--- config.mk ---
export PLATFORM = sky130hd
export DESIGN_NAME = ctl_reg_unit
export DESIGN_NICKNAME = d
export VERILOG_FILES = /design/src/rtl/ctl_reg_pkg.sv /design/src/rtl/ctl_cr0_update.sv /design/src/rtl/ctl_cr4_update.sv /design/src/rtl/ctl_reg_unit.sv
export SDC_FILE = /design/constraint.sdc
export NUM_CORES = 1
export LEC_CHECK = 0
export ABC_AREA = 1
export BUFFER_PORTS_ARGS = -buffer_cell sky130_fd_sc_hd__buf_2
export CAP_MARGIN = 20
export CORE_MARGIN = 1
export CORE_UTILIZATION = 30
export CTS_CLUSTER_DIAMETER = 200
export DETAILED_ROUTE_END_ITERATION = 8
export PLACE_DENSITY = 0.63
export SYNTH_ARGS = -nofsm -noshare
export SYNTH_HDL_FRONTEND = slang
export SYNTH_SLANG_ARGS = --single-unit
export TNS_END_PERCENT = 1
--- constraint.sdc ---
create_clock -name clk -period 2.98 [get_ports clk]
set_clock_uncertainty 0.1 [all_clocks]
set_input_delay 0.149 -clock clk [delete_from_list [all_inputs] [get_ports clk]]
set_output_delay 0.149 -clock clk [all_outputs]
set_load 0.05 [all_outputs]
--- src/rtl/ctl_reg_pkg.sv ---
package ctl_reg_pkg;

    localparam int REG_W    = 32;
    localparam int SEL_W    = 2;
    localparam int HFLAG_W  = 8;

    // CR0 bit positions
    localparam int CR0_PE   = 0;
    localparam int CR0_MP   = 1;
    localparam int CR0_TS   = 3;
    localparam int CR0_ET   = 4;
    localparam int CR0_WP   = 16;
    localparam int CR0_PG   = 31;

    // CR4 bit positions
    localparam int CR4_PSE  = 4;
    localparam int CR4_PAE  = 5;
    localparam int CR4_PGE  = 7;
    localparam int CR4_FXS  = 9;

    // extended-feature enable bit positions
    localparam int EXT_LME  = 8;
    localparam int EXT_LMA  = 10;

    localparam logic [REG_W-1:0] CR0_RESET = 32'h6000_0010;

    typedef enum logic [SEL_W-1:0] {
        SEL_CR0 = 2'd0,
        SEL_CR3 = 2'd1,
        SEL_CR4 = 2'd2,
        SEL_EXT = 2'd3
    } reg_sel_e;

    // packed from bit 7 down to bit 0
    typedef struct packed {
        logic osfxsr;
        logic cs64;
        logic lma;
        logic ts;
        logic em;
        logic mp;
        logic addseg;
        logic pe;
    } hflags_t;

    typedef struct packed {
        logic [REG_W-1:0] cr0;
        logic [REG_W-1:0] cr3;
        logic [REG_W-1:0] cr4;
        logic             lme;
        hflags_t          hf;
    } ctl_state_t;

    typedef struct packed {
        logic flush;
        logic fault;
        logic trunc;
    } ctl_pulse_t;

endpackage

--- src/rtl/ctl_cr0_update.sv ---
module ctl_cr0_update
    import ctl_reg_pkg::*;
(
    input  logic [REG_W-1:0] cur_cr0_i,
    input  logic [REG_W-1:0] wr_data_i,
    input  logic             pae_i,
    input  logic             lme_i,
    input  hflags_t          hf_i,
    output logic [REG_W-1:0] new_cr0_o,
    output hflags_t          hf_o,
    output logic             flush_o,
    output logic             fault_o,
    output logic             trunc_o
);

    localparam logic [REG_W-1:0] XLAT_MASK =
        (REG_W'(1) << CR0_PG) | (REG_W'(1) << CR0_WP) | (REG_W'(1) << CR0_PE);
    localparam logic [REG_W-1:0] ET_BIT = REG_W'(1) << CR0_ET;

    logic pg_old, pg_new, enter_lm, leave_lm, accept;

    always_comb begin
        pg_old   = cur_cr0_i[CR0_PG];
        pg_new   = wr_data_i[CR0_PG];
        enter_lm = !pg_old && pg_new && lme_i;
        leave_lm = pg_old && !pg_new && hf_i.lma;
        fault_o  = enter_lm && !pae_i;
        accept   = !fault_o;

        new_cr0_o = cur_cr0_i;
        hf_o      = hf_i;
        flush_o   = 1'b0;
        trunc_o   = 1'b0;

        if (accept) begin
            new_cr0_o  = wr_data_i | ET_BIT;
            flush_o    = |((cur_cr0_i ^ wr_data_i) & XLAT_MASK);
            hf_o.pe    = wr_data_i[CR0_PE];
            if (!wr_data_i[CR0_PE]) begin
                hf_o.addseg = 1'b1;
            end
            {hf_o.ts, hf_o.em, hf_o.mp} = wr_data_i[CR0_TS:CR0_MP];
            if (enter_lm) begin
                hf_o.lma = 1'b1;
            end
            if (leave_lm) begin
                hf_o.lma  = 1'b0;
                hf_o.cs64 = 1'b0;
                trunc_o   = 1'b1;
            end
        end
    end

endmodule

--- src/rtl/ctl_cr4_update.sv ---
module ctl_cr4_update
    import ctl_reg_pkg::*;
#(
    parameter bit SSE_EN = 1'b1
) (
    input  logic [REG_W-1:0] cur_cr4_i,
    input  logic [REG_W-1:0] wr_data_i,
    output logic [REG_W-1:0] new_cr4_o,
    output logic             flush_o
);

    localparam logic [REG_W-1:0] XLAT_MASK =
        (REG_W'(1) << CR4_PGE) | (REG_W'(1) << CR4_PAE) | (REG_W'(1) << CR4_PSE);
    localparam logic [REG_W-1:0] FXS_BIT = REG_W'(1) << CR4_FXS;

    logic [REG_W-1:0] keep_mask;

    generate
        if (SSE_EN) begin : g_sse
            assign keep_mask = '1;
        end else begin : g_nosse
            assign keep_mask = ~FXS_BIT;
        end
    endgenerate

    always_comb begin
        new_cr4_o = wr_data_i & keep_mask;
        flush_o   = |((cur_cr4_i ^ wr_data_i) & XLAT_MASK);
    end

endmodule

--- src/rtl/ctl_reg_unit.sv ---
module ctl_reg_unit
    import ctl_reg_pkg::*;
#(
    parameter bit SSE_EN = 1'b1
) (
    input  logic               clk,
    input  logic               rst_n,
    input  logic               wr_en,
    input  logic [SEL_W-1:0]   wr_sel,
    input  logic [REG_W-1:0]   wr_data,
    input  logic               seg_upd,
    input  logic               seg_cs64,
    input  logic               seg_addseg,
    output logic [REG_W-1:0]   cr0_o,
    output logic [REG_W-1:0]   cr3_o,
    output logic [REG_W-1:0]   cr4_o,
    output logic [REG_W-1:0]   efer_o,
    output logic [HFLAG_W-1:0] hflags_o,
    output logic               tlb_flush_o,
    output logic               lm_fault_o,
    output logic               ip_trunc_o
);

    ctl_state_t st_q, st_d, st_rst;
    ctl_pulse_t pl_q, pl_d, pl_rst;
    hflags_t    hf_seg;

    logic [REG_W-1:0] cr0_new, cr4_new;
    hflags_t          cr0_hf;
    logic             cr0_flush, cr0_fault, cr0_trunc, cr4_flush;

    // segment loader stage, applied ahead of any register write
    always_comb begin
        hf_seg = st_q.hf;
        if (seg_upd) begin
            if (st_q.hf.lma) begin
                hf_seg.cs64 = seg_cs64;
            end
            if (st_q.hf.pe) begin
                hf_seg.addseg = seg_addseg;
            end
        end
    end

    ctl_cr0_update u_cr0 (
        .cur_cr0_i (st_q.cr0),
        .wr_data_i (wr_data),
        .pae_i     (st_q.cr4[CR4_PAE]),
        .lme_i     (st_q.lme),
        .hf_i      (hf_seg),
        .new_cr0_o (cr0_new),
        .hf_o      (cr0_hf),
        .flush_o   (cr0_flush),
        .fault_o   (cr0_fault),
        .trunc_o   (cr0_trunc)
    );

    ctl_cr4_update #(.SSE_EN(SSE_EN)) u_cr4 (
        .cur_cr4_i (st_q.cr4),
        .wr_data_i (wr_data),
        .new_cr4_o (cr4_new),
        .flush_o   (cr4_flush)
    );

    // reset value built by the same CR0 update logic from an all-zero state
    logic [REG_W-1:0] rst_cr0;
    hflags_t          rst_hf;
    logic             rst_flush, rst_fault, rst_trunc;

    ctl_cr0_update u_cr0_rst (
        .cur_cr0_i ('0),
        .wr_data_i (CR0_RESET),
        .pae_i     (1'b0),
        .lme_i     (1'b0),
        .hf_i      ('0),
        .new_cr0_o (rst_cr0),
        .hf_o      (rst_hf),
        .flush_o   (rst_flush),
        .fault_o   (rst_fault),
        .trunc_o   (rst_trunc)
    );

    always_comb begin
        st_rst      = '0;
        st_rst.cr0  = rst_cr0;
        st_rst.hf   = rst_hf;
        pl_rst      = '0;
        pl_rst.flush = 1'b0 & rst_flush;
        pl_rst.fault = 1'b0 & rst_fault;
        pl_rst.trunc = 1'b0 & rst_trunc;
    end

    always_comb begin
        st_d    = st_q;
        st_d.hf = hf_seg;
        pl_d    = '0;
        if (wr_en) begin
            unique case (reg_sel_e'(wr_sel))
                SEL_CR0: begin
                    st_d.cr0     = cr0_new;
                    st_d.hf      = cr0_hf;
                    pl_d.flush   = cr0_flush;
                    pl_d.fault   = cr0_fault;
                    pl_d.trunc   = cr0_trunc;
                end
                SEL_CR3: begin
                    st_d.cr3     = wr_data;
                    pl_d.flush   = st_q.cr0[CR0_PG];
                end
                SEL_CR4: begin
                    st_d.cr4       = cr4_new;
                    st_d.hf.osfxsr = cr4_new[CR4_FXS];
                    pl_d.flush     = cr4_flush;
                end
                SEL_EXT: begin
                    st_d.lme     = wr_data[EXT_LME];
                end
                default: ;
            endcase
        end
    end

    always_ff @(posedge clk) begin
        if (!rst_n) begin
            st_q <= st_rst;
            pl_q <= pl_rst;
        end else begin
            st_q <= st_d;
            pl_q <= pl_d;
        end
    end

    always_comb begin
        cr0_o            = st_q.cr0;
        cr3_o            = st_q.cr3;
        cr4_o            = st_q.cr4;
        efer_o           = '0;
        efer_o[EXT_LME]  = st_q.lme;
        efer_o[EXT_LMA]  = st_q.hf.lma;
        hflags_o         = st_q.hf;
        tlb_flush_o      = pl_q.flush;
        lm_fault_o       = pl_q.fault;
        ip_trunc_o       = pl_q.trunc;
    end

    // ---------------- assertions ----------------
    p_et_forced_r3: assert property (@(posedge clk) disable iff (!rst_n)
        cr0_o[CR0_ET]);

    p_pe_mirror_r8: assert property (@(posedge clk) disable iff (!rst_n)
        hflags_o[0] == cr0_o[CR0_PE]);

    p_addseg_real_r8: assert property (@(posedge clk) disable iff (!rst_n)
        !cr0_o[CR0_PE] |-> hflags_o[1]);

    p_fpu_copy_r9: assert property (@(posedge clk) disable iff (!rst_n)
        hflags_o[4:2] == cr0_o[CR0_TS:CR0_MP]);

    p_lma_needs_pg_r5: assert property (@(posedge clk) disable iff (!rst_n)
        efer_o[EXT_LMA] |-> cr0_o[CR0_PG]);

    p_fault_holds_cr0_r6: assert property (@(posedge clk) disable iff (!rst_n)
        lm_fault_o |-> ($stable(cr0_o) && !tlb_flush_o));

    p_cs64_needs_lma_r13: assert property (@(posedge clk) disable iff (!rst_n)
        hflags_o[6] |-> hflags_o[5]);

    p_trunc_clears_r7: assert property (@(posedge clk) disable iff (!rst_n)
        ip_trunc_o |-> (!hflags_o[5] && !hflags_o[6] && !cr0_o[CR0_PG]));

    p_fxs_follow_r10: assert property (@(posedge clk) disable iff (!rst_n)
        hflags_o[7] == cr4_o[CR4_FXS]);

    p_fxs_masked_r10: assert property (@(posedge clk) disable iff (!rst_n)
        !SSE_EN |-> !cr4_o[CR4_FXS]);

    p_pulse_cause_r12: assert property (@(posedge clk) disable iff (!rst_n)
        (tlb_flush_o || lm_fault_o || ip_trunc_o) |-> $past(wr_en));

    p_efer_clean_r14: assert property (@(posedge clk) disable iff (!rst_n)
        (efer_o & ~((REG_W'(1) << EXT_LME) | (REG_W'(1) << EXT_LMA))) == '0);

endmodule

# Word-level counts from Yosys, hierarchy flattened
# Index checks and enable logic that the tools add are counted.
[word_totals]
input_bits = 40
register_bits = 107
elab_cells = 57
output_inout_bits = 139
[classes]
bitwise = 6
n_reduce_logical = 20
n_eq_ne = 3
muxes = 13
[ops]
columns = ["cell", "n"]
rows = [
  ["32-bit bitwise XOR", 1],
  ["7-bit 2-to-1 mux", 3],
  ["1-bit 2-to-1 mux", 8],
  ["2-bit AND reduction", 4],
  ["8-bit bitwise XOR", 1],
  ["3-bit AND reduction", 2],
  ["3-bit OR reduction", 2],
  ["1-bit logical AND", 5],
  ["2-bit == test, second input constant", 2],
  ["1-bit inverter", 4],
  ["4-bit AND reduction", 1],
  ["4-bit OR reduction", 1],
  ["1-bit zero test", 3],
  ["1-bit one-hot mux with 3 select lines", 1],
  ["2-bit by 1-bit == test with 1-bit output, second input constant", 1],
  ["2-bit zero test", 1],
  ["2-bit 2-to-1 mux", 1],
  ["2-bit nonzero test", 1],
]

# Logic depth before layout (Yosys ltp)
# Gate-level depths: netlist of run 1.
[logic_depth]
depth_word = 8
depth_mapped = 9
ltp_nobuf = 9

# Cells and area by module
# Synthesis of run 1 repeated with hierarchy kept, for this count alone.
[hier_totals]
hier_cells = 803
hier_area_um2 = 6022.0
[by_module_without_submodules]
columns = ["module", "n_inst", "seq_area_each_um2", "area_per_inst_um2", "cells_each"]
rows = [
  ["ctl_reg_unit", 1, 2542.4, 4611.9, 489],
  ["ctl_cr0_update", 2, 0.0, 559.3, 135],
  ["ctl_cr4_update", 1, 0.0, 291.5, 44],
]

# Least setup slack after synthesis of run 1
# Ideal clock, no wire load.
[synth_timing]
kind = "flip-flop to flip-flop"
start = "register st_q, in the netlist cr0_o[31]"
end = "register st_q, in the netlist hflags_o[6]"
path_stages_with_launch = 7
synth_period_minus_slack_ns = 1.816
setup_ns = 0.126
path_slack_ns = 1.164
required_time_ns = 2.754
arrival_time_ns = 1.589
path_buffers = 0
cell_sequence = "dfxtp_1 inv_1 ha_1 nand3_1 nand3_4 o21ai_0 nor3_1"
[synth_between]
elab_chain_cells = 7
elab_cells_between_ends = 10
cone_classes = "mux (4); reduce/logical (6)"
[synth_rtl]
columns = ["element", "line_no", "rtl"]
rows = [
  ["start: declaration", "ctl_reg_unit.sv:24", "ctl_state_t st_q, st_d, st_rst;"],
  ["start signal: assignment", "ctl_reg_unit.sv:125", "st_q <= st_rst;"],
  ["start signal: assignment", "ctl_reg_unit.sv:128", "st_q <= st_d;"],
  ["1-bit zero test", "ctl_cr0_update.sv:25", "enter_lm = !pg_old && pg_new && lme_i;"],
  ["1-bit logical AND (2 in a row)", "ctl_cr0_update.sv:25", ""],
  ["1-bit logical AND", "ctl_cr0_update.sv:27", "fault_o = enter_lm && !pae_i;"],
  ["7-bit 2-to-1 mux *", "ctl_cr0_update.sv:35", "if (accept) begin"],
  ["7-bit 2-to-1 mux *", "ctl_reg_unit.sv:98", "unique case (reg_sel_e'(wr_sel))"],
  ["7-bit 2-to-1 mux *", "ctl_reg_unit.sv:97", "if (wr_en) begin"],
]
# Every way passes the cells marked *; elsewhere a longest branch is shown, timed or not.
# A chain may end at the register's enable or synchronous reset.

# Final worst setup path of run 1
[layout_timing]
start = "input wr_sel[1]"
end = "register st_q, in the netlist cr4_o[5]"
[layout_between]
elab_chain_cells = 2
[layout_rtl]
columns = ["element", "line_no", "rtl"]
rows = [
  ["start: declaration", "ctl_reg_unit.sv:9", "input logic [SEL_W-1:0] wr_sel,"],
  ["2-bit == test", "ctl_reg_unit.sv:98", ""],
  ["2-bit AND reduction (no source line)", "n/a", ""],
]
# Every way passes these cells.

==> results of run 1 <==
-- where the power goes --
part | switching (mW) | leakage [nW] | internal [mW]
Clock | 0.498 | 0.142 | 0.633
Sequential | 0.0295 | 0.831 | 1.42
Combinational | 0.453 | 1.45 | 0.134
-- final timing paths --
kind                   start         to  slack [ns]  cells after the start
setup / recovery   wr_sel[1]   cr4_o[5]        0.84                      8
hold reg to reg     cr3_o[1]   cr3_o[1]        0.34                      2
hold / removal    wr_data[4]   cr4_o[4]        0.03                      3
setup reg to reg   cr0_o[31]  cr0_o[19]        0.92                      7
-- cells in the mapped netlist --
cell type,instances
buf_1,2
buf_2,13
nand2_2,1
conb_1,2
nor2_4,2
clkbuf_2,2
nand3b_1,1
ha_1,2
inv_1,47
dfxtp_1,102
xnor2_1,1
nand3_1,38
clkbuf_1,6
a21oi_1,92
nor4_1,1
and2_2,1
o21ai_0,36
nor2_1,2
nand3_2,1
nor3_1,2
a21oi_2,4
o21ai_1,3
nand2_1,105
inv_4,1
nand3_4,2
inv_2,1
buf_6,6
o21ai_2,1
buf_4,42
-- state kept, by name, summed over array words and instances (netlist names) --
| name | cells |
|---|---|
| ip_trunc_o | 1 |
| hflags_o | 2 |
| efer_o | 2 |
| tlb_flush_o | 1 |
| cr3_o | 32 |
| cr4_o | 32 |
| lm_fault_o | 1 |
| cr0_o | 31 |
-- worst min-delay path: stages --
cell and delay (ns):
buf_2 0.10, o21ai_0 0.08, a21oi_1 0.10
-- layer usage --
layer	up-vias	part of all wire, %
li1	1904	-
met1	1687	46
met2	126	46
met3	6	7.1
met4	0	0.67
met5	-	0
-- cells by family (layout without fill, tap and decap cells) --
family / Yosys count / in the layout
simple gates: 156 / 156
compound gates: 136 / 136
buf+inv: 120 / 248
flops: 102 / 102
fa+ha+maj: 2 / 2
other cells: 2 / 31
xor+xnor: 1 / 1
-- timing repair --
item | 4_1_cts | 5_1_grt
hold buffers | 32 | 0
setup endpoints to repair | 0 | 0
endpoints found under the hold margin | 55 | 0
-- cell type report --
class	count	share of cell area [%]
Tap cell	176	4.102
Clock buffer	13	5.034
Sequential cell	102	38.03
Timing Repair Buffer	183	20.23
Inverter	49	3.472
Clock inverter	3	0.3263
Multi-Input combinational cell	326	28.80
==> impl_metrics.csv, run 1 <==
group,metric,value,unit
clocking,clock_latency,0.34,ns
timing,tightestPinTransition,0.8626,ns
synthesis,netlist_area,4154,um^2
placed_design,gp_congestion,0.6988,
clocking,cts.clk_slew.worst_paths,0.07,ns
clocking,clkSinkCount,102,
timing,fin_crit_sh,71.69,%
grt,met1_usage,19.22,%
critical_path,cp.arrival,2.24,ns
timing,final_hold_viol_count,0,
layout,final_common_cell,"buf_2",
synthesis,muxShareOfSynthArea,0,%
pwr,power.total,3.165,mW
layout,drive_gt1_share,26.78,%
grt,grt_pass1_vias,3417,
grt,grt.busiest_layer,"met2",
synthesis,yosys.area.top_type,"dfxtp_1",
critical_path,crit_path_start_kind,"input pin",
floorplan,core,13350,um^2
floorplan,row_count,42,
timing,whs,0.02585,ns
critical_path,end_kind,"flip-flop",
pwr,ir_drop,320.1,uV
grt,grt.total_usage,15.65,%
pwr,p_leak,2.421,nW
critical_path,critPathMaxFanout,34,
routing,vias,3723,
clocking,cts_resized,0,
floorplan,die_area,14320,um^2
critical_path,path_delay_family,"buffers and inverters",
floorplan,die_w,119.7,um
layout,fillers,1375,
layout,layout_common_cells,"buf_2, nand2_1, dfxtp_1",
synthesis,post_synth_inst_count,519,
synthesis,synth_warnings,0,
critical_path,required,3.08,ns
timing,drv_slew,0,
floorplan,initial_core_util,31.12,%
synthesis,synth-compound-area-share,16.84,%
synthesis,yosys.cell_types.count,29,
synthesis,synth_top_area_share,49.16,%
critical_path,slowest_delay,0.52,ns
grt,grt_max_degree,65,
synthesis,synth_area_leaders,"dfxtp_1, a21oi_1, nand2_1",
layout,finalInstanceArea,5369,um^2
timing,relSlewSlack,42.41,%
clocking,cts_tree,"done",
grt,gr-total-overflow,0,
placed_design,place_hpwl,7337,um
timing,tns,0,ns
critical_path,path_cells,"dlygate4sd3_1 -> buf_2 -> inv_2 -> nor2_4 -> buf_4 -> nand2_2 -> o21ai_0 -> a21oi_1",
routing,viasPerCell,4.370,
pwr,p_per_area,589.5,nW/um^2
layout,area_delta_synth_final,29.25,%
placed_design,port_buffers,147,
synthesis,synth_top_family_by_area,"compound AO/OA/AOI/OAI gates",
timing,rsz0062_at_grt,"no",
routing,first_pass_iters,4,
critical_path,slowest_stage,"dlygate4sd3_1",
placed_design,dp.cells,804,
layout,multi_input_area,1546,um^2
status,outcome,"completed",
timing,fmax,0.4681,GHz
floorplan,pin_count,179,
clocking,cts_buffers,9,
timing,setup_viol,0,
timing,period_needed,2.136,ns
grt,grt_first_pass_wirelength,17600,um
worst_hold_path,hp-class,"in2reg",
layout,finalNonFillerCells,852,
grt,use_met3,5.894,%
clocking,htree_levels,3,
clocking,cts_buffer_depth,2,
synthesis,synth_simple_gate_area_share,16.78,%
grt,antenna_found_initial,0,
layout,antennaDiodeCount,0,
grt,grtUsageMet2,25.79,%
floorplan,die_y,119.7,um
synthesis,synth_xor_area_share,0.2108,%
clocking,cts_root_buffer,"clkbuf_16",
clocking,postCtsSetupBuffers,0,
synthesis,synth_adder_area_share,0.6024,%
critical_path,worstSetupPathType,"in2reg",
routing,final_antenna_net_count,0,
routing,finalWirelength,11020,um
layout,fin_util,40.22,%
synthesis,ys_ff_latch,102,
synthesis,yosysSeqAreaShare,49.16,%
placed_design,place_area,4761,um^2
run,maxCapViolations,0,
routing,drc_errors,0,
timing,fin_ws,0.8437,ns
layout,seq_area,2042,um^2
routing,drtIter0Drc,160,
placed_design,post-place-ws,0.8960,ns
routing,routedWlPerCell,12.94,um
layout,nets,713,
synthesis,avgSynthCellArea,8.004,um^2
critical_path,path_buf_inv,4,
Power figures use the tool's default switching activity.
==> run 2, diff against run 1 <==
--- a/config.mk
+++ b/config.mk
@@ -12,7 +12,7 @@
 export CORE_UTILIZATION = 30
 export CTS_CLUSTER_DIAMETER = 200
 export DETAILED_ROUTE_END_ITERATION = 8
-export PLACE_DENSITY = 0.63
+export PLACE_DENSITY = 0.65
 export SYNTH_ARGS = -nofsm -noshare
 export SYNTH_HDL_FRONTEND = slang
 export SYNTH_SLANG_ARGS = --single-unit
==> constraint.sdc (replaced) <==
create_clock -name clk -period 1.82 [get_ports clk]
set_clock_uncertainty 0.1 [all_clocks]
set_input_delay 0.091 -clock clk [delete_from_list [all_inputs] [get_ports clk]]
set_output_delay 0.091 -clock clk [all_outputs]
set_load 0.05 [all_outputs]
==> run 2 against run 1 <==
Compared with the run above:
- global-route usage increased by 0.63 points
- flip-flop and latch count did not move
- hold slack better by 0.014 ns
- total power is 71% higher
- utilization increased by 1.4 points
- first-iteration DRC count up 15%
- count of clock-buffer cells in the layout shrank 1
- register-to-register slack got worse by 0.77 ns
- critical path depth is 2 lower
- worst setup slack lost 0.79 ns
==> impl_metrics.csv, run 2 (synthesized netlist as in run 1, its figures left out) <==
group,metric,value,unit
pwr,p_per_area,975.7,nW/um^2
routing,final_antenna_net_count,0,
clocking,cts_buffers,9,
floorplan,die_y,119.7,um
clocking,clkSinkCount,102,
placed_design,port_buffers,147,
timing,fin_ws,0.05792,ns
run,maxCapViolations,0,
critical_path,slowest_delay,0.59,ns
placed_design,gp_congestion,0.7090,
layout,drive_gt1_share,27.31,%
placed_design,post-place-ws,0.1393,ns
routing,routedWlPerCell,13.43,um
floorplan,die_area,14320,um^2
clocking,cts_tree,"done",
critical_path,worstSetupPathType,"in2reg",
placed_design,place_hpwl,7782,um
status,outcome,"completed",
layout,multi_input_area,1546,um^2
timing,final_hold_viol_count,0,
pwr,power.total,5.424,mW
critical_path,worst_path_most_repeated_cell,"dlygate4sd3_1",
grt,grt_max_degree,32,
grt,grt_first_pass_wirelength,18270,um
layout,seq_area,2042,um^2
timing,setup_viol,0,
layout,fin_util,41.65,%
routing,finalWirelength,11660,um
timing,rsz0062_at_grt,"yes",
grt,gr-total-overflow,0,
floorplan,initial_core_util,31.12,%
clocking,postCtsSetupBuffers,0,
pwr,ir_drop,450.8,uV
layout,area_delta_synth_final,33.83,%
clocking,cts_buffer_depth,2,
routing,drtIter0Drc,184,
layout,fillers,1397,
critical_path,end_kind,"flip-flop",
clocking,htree_levels,3,
critical_path,required,2.01,ns
floorplan,die_w,119.7,um
routing,viasPerCell,4.340,
layout,layout_common_cells,"buf_2, nand2_1, dfxtp_1",
floorplan,core,13350,um^2
critical_path,crit_path_start_kind,"input pin",
clocking,cts.clk_slew.worst_paths,0.07,ns
layout,nets,730,
clocking,clock_latency,0.34,ns
routing,drc_errors,0,
grt,antenna_found_initial,0,
timing,tns,0,ns
timing,fin_crit_sh,96.82,%
critical_path,critPathMaxFanout,5,
timing,period_needed,1.762,ns
clocking,cts_root_buffer,"clkbuf_16",
critical_path,slowest_stage,"dlygate4sd3_1",
routing,first_pass_iters,4,
layout,antennaDiodeCount,0,
grt,grt_pass1_vias,3559,
worst_hold_path,hp-class,"in2reg",
grt,grt.total_usage,16.29,%
pwr,p_leak,2.519,nW
layout,final_common_cell,"buf_2",
routing,vias,3767,
timing,drv_slew,0,
critical_path,cp.arrival,1.95,ns
timing,whs,0.04003,ns
timing,fmax,0.5675,GHz
floorplan,row_count,42,
floorplan,pin_count,179,
critical_path,path_cells,"dlygate4sd3_1 -> buf_2 -> ha_1 -> nand3_1 -> nor4_1 -> dlygate4sd3_1",
## run 2: changes by cell type in the layout (fill, tap and decap cells not counted), sizes merged
cell,before,now
clkbuf,13,12
clkinv,2,1
buf,151,161
bufinv,0,2
dlygate4sd3,32,39
clkinvlp,1,0
## run 2: metal layers
metal / routed length [um] / vias up / track usage [%]
met3: 760 / 13 / 5.371
met2: 5462 / 132 / 26.84
met1: 5308 / 1686 / 19.82
met4: 128 / 0 / 5.547
li1: - / 1936 / -
met5: 0 / - / 0
## run 2: stage by stage
| stage | std cells | cell area (um^2) |
|---|---|---|
| after floorplan | 548 | 4263 |
| after global placement | 814 | 4848 |
| after detailed placement | 814 | 4848 |
| after CTS | 868 | 5554 |
| after global routing | 868 | 5559 |
| final | 868 | 5559 |
## run 2: layout make-up
| cell class | count | area share, % |
|---|---|---|
| Multi-Input combinational cell | 326 | 27.82 |
| Tap cell | 176 | 3.961 |
| Clock buffer | 12 | 4.434 |
| Clock inverter | 3 | 1.238 |
| Timing Repair Buffer | 200 | 22.37 |
| Sequential cell | 102 | 36.73 |
| Inverter | 49 | 3.444 |
## run 2: report_power, final
part           switching, mW  total, mW  internal [mW]
clock network          0.821       2.06           1.24
logic                  0.755      0.997          0.243
registers             0.0449       2.37           2.32
## run 2: path summary, 6_finish.rpt
check	slack, ns	endpoint	depth (start not counted)	start
worst max-delay path	0.06	lm_fault_o	6	wr_data[31]
worst min-delay path	0.04	efer_o[8]	3	wr_sel[0]
worst max register to register	0.15	lm_fault_o	5	cr0_o[31]
worst min register to register	0.34	cr3_o[19]	2	cr3_o[19]
## run 2: worst max-delay path: cells and delay by family
kind          cells  cell delay (ns)
buf+inv           3             1.28
simple gates      2             0.37
fa+ha+maj         1             0.19
## run 2: what timing repair did
item | 4_1_cts | 5_1_grt
resized for setup | 0 | 3
hold buffers | 39 | 0
setup endpoints to repair | 0 | 24
hold endpoints to repair | 93 | 0
